<file path="config.mk">
export PLATFORM = sky130hd
export DESIGN_NAME = nfc_bus_ctrl
export DESIGN_NICKNAME = d
export VERILOG_FILES = /design/src/rtl/nfc_pkg.sv /design/src/rtl/nfc_regs.sv /design/src/rtl/nfc_pins.sv /design/src/rtl/nfc_seq.sv /design/src/rtl/nfc_bus_ctrl.sv
export SDC_FILE = /design/constraint.sdc
export NUM_CORES = 1
export LEC_CHECK = 0
export BUFFER_PORTS_ARGS = -buffer_cell sky130_fd_sc_hd__buf_2
export CAP_MARGIN = 0
export CORE_MARGIN = 3
export CORE_UTILIZATION = 50
export DETAILED_ROUTE_END_ITERATION = 8
export GPL_ROUTABILITY_DRIVEN = 0
export PLACE_DENSITY = 0.77
export SLEW_MARGIN = 15
export SYNTH_ARGS = -nofsm -noshare
export SYNTH_HDL_FRONTEND = slang
export SYNTH_HIERARCHICAL = 1
export SYNTH_SLANG_ARGS = --single-unit
</file>
<file path="constraint.sdc">
create_clock -name clk -period 3.26 [get_ports clk]
set_input_delay 0.652 -clock clk [delete_from_list [all_inputs] [get_ports clk]]
set_output_delay 0.652 -clock clk [all_outputs]
set_load 0.02 [all_outputs]
</file>
<file path="src/rtl/nfc_pkg.sv">
package nfc_pkg;

    typedef enum logic [1:0] {
        ST_IDLE   = 2'd0,
        ST_STROBE = 2'd1,
        ST_HOLD   = 2'd2,
        ST_SRST   = 2'd3
    } nfc_state_e;

    localparam int ADDR_W = 5;

    localparam logic [ADDR_W-1:0] OFS_DATA  = 5'h00;
    localparam logic [ADDR_W-1:0] OFS_MODE  = 5'h04;
    localparam logic [ADDR_W-1:0] OFS_STAT  = 5'h08;
    localparam logic [ADDR_W-1:0] OFS_ISTAT = 5'h0C;
    localparam logic [ADDR_W-1:0] OFS_IMASK = 5'h10;
    localparam logic [ADDR_W-1:0] OFS_TIME  = 5'h14;
    localparam logic [ADDR_W-1:0] OFS_RST   = 5'h18;

    localparam int MODE_CLE  = 0;
    localparam int MODE_ALE  = 1;
    localparam int MODE_CE   = 4;
    localparam int MODE_GATE = 7;

    localparam int STAT_BUSY = 7;

endpackage

</file>
<file path="src/rtl/nfc_regs.sv">
module nfc_regs #(
    parameter logic [7:0] MODE_RST = 8'h00,
    parameter logic [7:0] TIME_RST = 8'hFF
) (
    input  logic       clk,
    input  logic       rst_n,
    input  logic       soft_clr,
    input  logic       mode_we,
    input  logic       time_we,
    input  logic [7:0] wbyte,
    output logic [7:0] mode_q,
    output logic [7:0] time_q
);

    always_ff @(posedge clk or negedge rst_n) begin
        if (!rst_n) begin
            mode_q <= MODE_RST;
            time_q <= TIME_RST;
        end else if (soft_clr) begin
            mode_q <= MODE_RST;
            time_q <= TIME_RST;
        end else begin
            if (mode_we) mode_q <= wbyte;
            if (time_we) time_q <= wbyte;
        end
    end

endmodule

</file>
<file path="src/rtl/nfc_pins.sv">
module nfc_pins import nfc_pkg::*; #(
    parameter int NUM_CS = 4
) (
    input  logic [4:0]        mode_lo,
    output logic              cle,
    output logic              ale,
    output logic [NUM_CS-1:0] ce_n
);

    logic [1:0] cs_field;

    assign cs_field = mode_lo[3:2];
    assign cle      = mode_lo[MODE_CLE];
    assign ale      = mode_lo[MODE_ALE];

    for (genvar g = 0; g < NUM_CS; g++) begin : g_ce
        assign ce_n[g] = !(mode_lo[MODE_CE] && (cs_field == 2'(g)));
    end

endmodule

</file>
<file path="src/rtl/nfc_seq.sv">
module nfc_seq import nfc_pkg::*; #(
    parameter int DQ_W    = 8,
    parameter int HOST_W  = 32,
    parameter int RST_CYC = 8
) (
    input  logic              clk,
    input  logic              rst_n,
    input  logic              host_req,
    input  logic              host_wr,
    input  logic [ADDR_W-1:0] host_addr,
    input  logic [DQ_W-1:0]   wdata,
    output logic              host_ack,
    output logic [HOST_W-1:0] host_rdata,
    input  logic              gate,
    input  logic [7:0]        mode_q,
    input  logic [7:0]        time_q,
    output logic              mode_we,
    output logic              time_we,
    output logic              soft_clr,
    input  logic              rb_n,
    input  logic [DQ_W-1:0]   dq_in,
    output logic              we_n,
    output logic              re_n,
    output logic              dq_oe,
    output logic [DQ_W-1:0]   dq_out
);

    localparam int CNT_MAX = (RST_CYC > 17) ? RST_CYC : 17;
    localparam int CNT_W   = $clog2(CNT_MAX);

    nfc_state_e        state_q, state_d;
    logic [CNT_W-1:0]  cnt_q;
    logic              is_wr_q;
    logic              ack_q;
    logic [HOST_W-1:0] rdata_q;
    logic [DQ_W-1:0]   dq_q;

    logic hit_data, hit_mode, hit_time, hit_stat, hit_rst;
    logic take, start_strobe, start_srst, srst_rd, cnt_zero;
    logic [HOST_W-1:0] reg_rd;

    assign hit_data = (host_addr == OFS_DATA);
    assign hit_mode = (host_addr == OFS_MODE);
    assign hit_time = (host_addr == OFS_TIME);
    assign hit_stat = (host_addr == OFS_STAT);
    assign hit_rst  = (host_addr == OFS_RST);

    assign take         = (state_q == ST_IDLE) && host_req && !ack_q;
    assign start_strobe = take && hit_data && (!host_wr || gate);
    assign start_srst   = take && host_wr && hit_rst && wdata[0];
    assign srst_rd      = (state_q == ST_SRST) && host_req && !ack_q
                          && !host_wr && hit_rst;
    assign cnt_zero     = (cnt_q == '0);

    // Register read mux for idle-time reads (data reads go through a strobe)
    always_comb begin
        reg_rd = '0;
        if (hit_mode)      reg_rd = HOST_W'(mode_q);
        else if (hit_time) reg_rd = HOST_W'(time_q);
        else if (hit_stat) reg_rd[STAT_BUSY] = !rb_n;
    end

    // Next-state logic
    always_comb begin
        state_d = state_q;
        unique case (state_q)
            ST_IDLE: begin
                if (start_srst)        state_d = ST_SRST;    // srst_begin
                else if (start_strobe) state_d = ST_STROBE;  // accept
            end
            ST_STROBE: if (cnt_zero) state_d = ST_HOLD;      // strobe_done
            ST_HOLD:   if (cnt_zero) state_d = ST_IDLE;      // hold_done
            ST_SRST:   if (cnt_zero) state_d = ST_IDLE;      // srst_done
            default:   state_d = ST_IDLE;
        endcase
    end

    // State register
    always_ff @(posedge clk or negedge rst_n) begin
        if (!rst_n) state_q <= ST_IDLE;
        else        state_q <= state_d;
    end

    // Counter, acknowledge and data registers
    always_ff @(posedge clk or negedge rst_n) begin
        if (!rst_n) begin
            cnt_q   <= '0;
            is_wr_q <= 1'b0;
            ack_q   <= 1'b0;
            rdata_q <= '0;
            dq_q    <= '0;
        end else begin
            ack_q <= 1'b0;
            unique case (state_q)
                ST_IDLE: begin
                    if (take) begin
                        if (host_wr) begin
                            ack_q <= 1'b1;
                            if (start_strobe) begin
                                is_wr_q <= 1'b1;
                                dq_q    <= wdata;
                                cnt_q   <= CNT_W'(time_q[3:0]);
                            end
                            if (start_srst) cnt_q <= CNT_W'(RST_CYC - 1);
                        end else if (hit_data) begin
                            is_wr_q <= 1'b0;
                            cnt_q   <= CNT_W'(time_q[3:0]);
                        end else begin
                            ack_q   <= 1'b1;
                            rdata_q <= reg_rd;
                        end
                    end
                end
                ST_STROBE: begin
                    if (cnt_zero) begin
                        cnt_q <= CNT_W'(time_q[7:4]) + CNT_W'(1);
                        if (!is_wr_q) begin
                            ack_q   <= 1'b1;
                            rdata_q <= HOST_W'(dq_in);
                        end
                    end else begin
                        cnt_q <= cnt_q - CNT_W'(1);
                    end
                end
                ST_HOLD: begin
                    if (!cnt_zero) cnt_q <= cnt_q - CNT_W'(1);
                end
                ST_SRST: begin
                    if (!cnt_zero) cnt_q <= cnt_q - CNT_W'(1);
                    if (srst_rd) begin
                        ack_q   <= 1'b1;
                        rdata_q <= HOST_W'(1);
                    end
                end
                default: ;
            endcase
        end
    end

    // Outputs
    always_comb begin
        we_n       = !((state_q == ST_STROBE) && is_wr_q);
        re_n       = !((state_q == ST_STROBE) && !is_wr_q);
        dq_oe      = ((state_q == ST_STROBE) || (state_q == ST_HOLD)) && is_wr_q;
        dq_out     = dq_q;
        host_ack   = ack_q;
        host_rdata = rdata_q;
        mode_we    = take && host_wr && hit_mode;
        time_we    = take && host_wr && hit_time;
        soft_clr   = start_srst;
    end

endmodule

</file>
<file path="src/rtl/nfc_bus_ctrl.sv">
module nfc_bus_ctrl import nfc_pkg::*; #(
    parameter int DQ_W    = 8,
    parameter int NUM_CS  = 4,
    parameter int HOST_W  = 32,
    parameter int RST_CYC = 8
) (
    input  logic              clk,
    input  logic              rst_n,
    input  logic              host_req,
    input  logic              host_wr,
    input  logic [ADDR_W-1:0] host_addr,
    input  logic [HOST_W-1:0] host_wdata,
    output logic              host_ack,
    output logic [HOST_W-1:0] host_rdata,
    output logic              nand_cle,
    output logic              nand_ale,
    output logic [NUM_CS-1:0] nand_ce_n,
    output logic              nand_we_n,
    output logic              nand_re_n,
    output logic [DQ_W-1:0]   nand_dq_out,
    output logic              nand_dq_oe,
    input  logic [DQ_W-1:0]   nand_dq_in,
    input  logic              nand_rb_n
);

    localparam int WB = (DQ_W > 8) ? DQ_W : 8;

    logic [7:0] mode_q, time_q;
    logic       mode_we, time_we, soft_clr;
    logic       unused_bits;

    assign unused_bits = ^{host_wdata[HOST_W-1:WB], mode_q[6:5]};

    nfc_regs u_regs (
        .clk      (clk),
        .rst_n    (rst_n),
        .soft_clr (soft_clr),
        .mode_we  (mode_we),
        .time_we  (time_we),
        .wbyte    (host_wdata[7:0]),
        .mode_q   (mode_q),
        .time_q   (time_q)
    );

    nfc_seq #(
        .DQ_W    (DQ_W),
        .HOST_W  (HOST_W),
        .RST_CYC (RST_CYC)
    ) u_seq (
        .clk        (clk),
        .rst_n      (rst_n),
        .host_req   (host_req),
        .host_wr    (host_wr),
        .host_addr  (host_addr),
        .wdata      (host_wdata[DQ_W-1:0]),
        .host_ack   (host_ack),
        .host_rdata (host_rdata),
        .gate       (mode_q[MODE_GATE]),
        .mode_q     (mode_q),
        .time_q     (time_q),
        .mode_we    (mode_we),
        .time_we    (time_we),
        .soft_clr   (soft_clr),
        .rb_n       (nand_rb_n),
        .dq_in      (nand_dq_in),
        .we_n       (nand_we_n),
        .re_n       (nand_re_n),
        .dq_oe      (nand_dq_oe),
        .dq_out     (nand_dq_out)
    );

    nfc_pins #(
        .NUM_CS (NUM_CS)
    ) u_pins (
        .mode_lo (mode_q[4:0]),
        .cle     (nand_cle),
        .ale     (nand_ale),
        .ce_n    (nand_ce_n)
    );

endmodule

</file>
* Word level (Yosys, flattened, before mapping) *
Index checks and enable logic that the tools add are counted.

storage, ports and cells
  register bits after elaboration = 65
  logic and storage cells = 116

cells by class
  equality and inequality tests = 22
  add/subtract/negate cells = 2
  reduce and logical (&&, ||, !) cells = 46
  mux-type cells = 38

operators by type and width
  kind                                                   number
  2-to-1 mux 32 bit                                      6
  case mux 32 bit (3 select lines)                       1
  2-to-1 mux 8 bit                                       5
  2-to-1 mux 5 bit                                       7
  logical AND 1 bit                                      20
  case mux 5 bit (3 select lines)                        1
  AND reduction 4 bit                                    3
  2-to-1 mux 1 bit                                       11
  equality test 5 bit, second input constant             2
  logical NOT 1 bit                                      10
  logical NOT 5 bit                                      2
  inequality test 2 x 1 -> 1 bit, second input constant  5
  equality test 2 bit, second input constant             4
  2-to-1 mux 2 bit                                       4
  inequality test 2 bit, second input constant           4
  2-to-1 mux 7 bit                                       1
  AND reduction 7 bit                                    1
  inequality test 3 x 2 -> 1 bit, second input constant  2
  case mux 2 bit (3 select lines)                        1
  nonzero test 2 bit                                     3
  adder 4 x 1 -> 5 bit, second input constant            1
  equality test 5 x 3 -> 1 bit, second input constant    1
  equality test 5 x 4 -> 1 bit, second input constant    1
  subtractor 5 x 1 -> 5 bit, second input constant       1
  other kinds (8)                                        11

* Logic depth before layout (Yosys ltp) *
  depth after elaboration = 10
  gate-level depth with buffers = 9
  mapped depth without buffers = 7

* Cells and area by module *
Netlist, hierarchy kept.

by module, submodules not included
  module    area an instance (µm²)  cells an instance  times used
  nfc_seq   1935.6                  209                1
  nfc_regs  673.1                   52                 1
  nfc_pins  43.8                    6                  1

* Worst setup path before layout *
Ideal clock, no wire load.

  kind = input -> register
  from = input port host_addr[2]
  to = register u_regs.time_q[5]
  stages = 8
  buffers on the path = 3
  path slack = 0.892 ns
  data arrival time = 2.286 ns
  setup time = 0.082 ns
  path through = clkbuf_2 nor3b_1 and2_1 clkbuf_1 nor2b_1 buf_6 nor2b_1 a211o_1

on the way
  elaborated cells between the ends (all ways) = 7

RTL lines
  item                          line                RTL
  start: declaration            nfc_bus_ctrl.sv:11  input logic [ADDR_W-1:0] host_addr,
  equality test 5 bit           nfc_seq.sv:44       assign hit_time = (host_addr == OFS_TIME);
  logical AND 1 bit             nfc_seq.sv:149      time_we = take && host_wr && hit_time;
  via time_we                   nfc_bus_ctrl.sv:29  logic mode_we, time_we, soft_clr;
  nonzero test 2 bit (no line)  --
  end signal: assignment        nfc_regs.sv:24      if (time_we) time_q <= wbyte;
  end: declaration              nfc_regs.sv:12      output logic [7:0] time_q

The timed path passes the listed nets, and every way through them passes these cells.
A chain may end at the register's enable or synchronous reset.

* Final worst setup path *
  from = register u_seq.cnt_q[0]
  to = register u_seq.rdata_q[0] (netlist: u_seq/host_rdata[0])

on the way
  longest elaborated chain between the ends = 3

RTL lines
  item                                      line            RTL
  start: declaration                        nfc_seq.sv:32   logic [CNT_W-1:0] cnt_q;
  start signal: assignment                  nfc_seq.sv:102  cnt_q <= CNT_W'(time_q[3:0]);
  start signal: assignment                  nfc_seq.sv:104  if (start_srst) cnt_q <= CNT_W'(RST_CYC - 1);
  start signal: assignment                  nfc_seq.sv:107  cnt_q <= CNT_W'(time_q[3:0]);
  logical NOT 5 bit                         nfc_seq.sv:53   assign cnt_zero = (cnt_q == '0);
  inequality test 2 x 1 -> 1 bit (no line)  --
  AND reduction 7 bit (no line)             --
  end signal: assignment                    nfc_seq.sv:110  rdata_q <= reg_rd;
  end signal: assignment                    nfc_seq.sv:119  rdata_q <= HOST_W'(dq_in);
  end: declaration                          nfc_seq.sv:35   logic [HOST_W-1:0] rdata_q;

Every way passes these cells.

==> summary.md <==
| Metric | Value |
|---|---|
| Synth Instances | between 200 and 300 |
| Asr flop ratio synth | between 90% and 100% |
| Starting Density | 54.0% |
| CP Capture Type | register |
| CTS tree | built |
| Number of buffers created by CTS | 5 |
| Layout cells sized above 1 | 31.1% |
| Clock transition at path regs | 0.09 ns |
| Critical path cell sequence | inv_1 > ha_1 > or4b_1 > o21a_1 > a2111oi_4 > buf_4 > mux2_2 |
| Total gr overflow | 0 |
| Synthesized area per cell | roughly 10 um^2 |
| Ports | 100 |
| Slowest stage cell, crit path | or4b_1 |
| DP Cell Count | ~370 |
| EDFF count, synth | 0 |
| Cell row count | 25 |
| Outcome | finished, final reports clean |
| CP Max Fanout | 14 |
| DRT iter0 DRCs | 136 |
| Fin crit share | 80.6% |
| RSZ-0062 raised after global routing | false |
| Final Critical Period | between 2 and 3 ns |
| Dpl cell area | approximately 0.0028 mm^2 |
| Placeable Area | roughly 0.0049 mm^2 |
| Yosys reg bits | 41 |
| Slack of the critical path | between 0.6 and 0.7 ns |
| Total Power | roughly 2.4 mW |
| Mapped cell area | around 0.0027 mm^2 |
| H-Tree Depth | 2 |
| Die area | a little over 0.006 mm^2 |
| CTS max path bufs | 2 |
| Util after Layout | approximately three fifths |
| CP required | around 3.5 ns |
| Critical path class | reg2reg |
| Clock root buffer master | clkbuf_8 |
| Place WS | 0.618 ns |
| Synthesis-to-layout area growth | 11.5% |
| Vias | approximately 2100 |
| Synth top area cells | dfrtp_1 (31%), dfstp_2 (7.9%), buf_4 (7.4%), mux2_2 (5.5%), mux2i_1 (4.5%) |
| Post-DP HPWL | between 4000 and 5000 um |
| Worst-Skew Late Latency | 0.30 ns |
| Vias in the first global route | roughly 2000 |
| Critical Path Max Stage Delay | 0.62 ns |
| Least-Margin Pin Slew | ~0.9 ns |
| Fin. Hold Viols | 0 |
| CP bufs+invs | 2 |
| Die Wd | ~80 um |
| Number of detailed-route iterations in the first pass | 4 |
| Diodes inserted | 0 |
| Ys Warns | 6 |
| Final setup viols | 0 |
| Die Span Y | approximately 80 um |
| Final ANT Viol Nets | 0 |
| Synth unique cells | between 50 and 60 |
| DR DRC count | 0 |
| Post-synth top cells | dfrtp_1 (33), nor2_1 (29), buf_4 (26) |
| Crit-path leading delay family | simple AND/OR/NAND/NOR gates |
| Max-slew violation count | 0 |
| Power Density | 802 mW/mm^2 |
| Hold Buf Count CTS | 0 |
| Final instance area | 0.00296 mm^2 |
| Post-synth top area share | 31.1% |
| Final nets | about 370 |
| Post-synth top area cell | dfrtp_1 |
| Fillcell total | approximately 440 |
| Initial antenna violation count | 0 |
| Post-synth top flop | dfrtp_1 |
| Global-route wire length before repair | about 9500 um |
| Leak Pwr | around 1.4 nW |
| Max-cap check violation count | 0 |
| Worst hold slack | ~0.46 ns |
| Hold Crit Class | in2async |
| Post-CTS setup buffer count | 0 |
| Vias per Instance | ~5.5 |
| Clk_skew | roughly 0.012 ns |
| Max-slew headroom | 41.5% |
| CP arrival | 2.82 ns |
| Clock Sinks | 41 |
| CP Launch Type | register |
| Worst VDD drop | between 400 and 500 uV |
| Drt wl/cell | 14.9 um |
| Max Freq | 381 MHz |
| Routed WL | 5680 um |
| Post_cts resized | 0 |
| Count leader, synth | dfrtp_1 |
| Largest net degree at the start of global routing | 42 |
| Non-filler cells, final | 382 |
| Sequential share of the synthesized area | ~39% |
| Setup_tns | 0 ns |
| IO buf count | 51 |
| GR Util All Layers | between 10% and 20% |
## per-layer routing
layer	GRT usage, %	wire (um)	up-vias
met1	27.6	2550	1015
met3	4.08	505	8
li1	-	-	998
met4	6.53	74	0
met2	28.9	2550	89
met5	0	0	-
## cell usage in the layout (no fill, tap or decap), drive strengths merged, types with 6 or more instances in the layout
master	synthesis	routed
a22oi	8	8
dfrtp	33	33
conb	1	24
a21oi	15	15
ha	9	9
nand2	10	10
mux2i	12	12
clkbuf	6	6
a211o	9	9
a22o	6	6
nand2b	6	6
nor2	29	29
inv	7	7
nor2b	9	9
mux2	13	13
buf	32	55
dfstp	8	8
## path summary, 6_finish.rpt
check                                         start                   to  slack, ns  depth (start not counted)
worst max-delay path                 u_seq/cnt_q[0]  u_seq/host_rdata[0]       0.63                          7
worst min-delay path                          rst_n     u_seq/state_q[0]       0.46                          1
worst max register to register       u_seq/cnt_q[0]  u_seq/host_rdata[0]       0.63                          7
worst min register to register  u_seq/host_rdata[7]  u_seq/host_rdata[7]       0.50                          1
max in group asynchronous                     rst_n  u_seq/host_rdata[7]       2.24                          1
min in group clk                u_seq/host_rdata[7]  u_seq/host_rdata[7]       0.50                          1
## logic make-up after synthesis
logic type      synth area share, %
simple gates                   16.9
compound gates                 16.8
buf+inv                        11.5
flops                          39.1
mux                            10.0
fa+ha+maj                      4.25
xor+xnor                       1.32
other cells                   0.141
## sequential cells by signal (all words and copies together) (netlist names)
register / cells
u_seq/state_q: 2
u_seq/is_wr_q: 1
u_seq/host_ack: 1
u_regs/mode_q: 8
u_seq/host_rdata: 8
u_seq/dq_out: 8
u_regs/time_q: 8
u_seq/cnt_q: 5
## cell type report
type	instances	area (um^2)	share of cell area (%)
Timing Repair Buffer	55	285	9.65
Inverter	7	26.3	0.889
Clock inverter	2	37.5	1.27
Clock buffer	6	82.6	2.79
Tap cell	67	83.8	2.84
Multi-Input combinational cell	204	1410	47.5
Sequential cell	41	1040	35.0
## report_power, final
part / total (mW) / internal, mW / switching [mW]
sequential: 0.800 / 0.678 / 0.122
combinational: 1.14 / 0.484 / 0.658
clock: 0.429 / 0.249 / 0.180
Note: power is estimated with default switching activity, not from simulation.
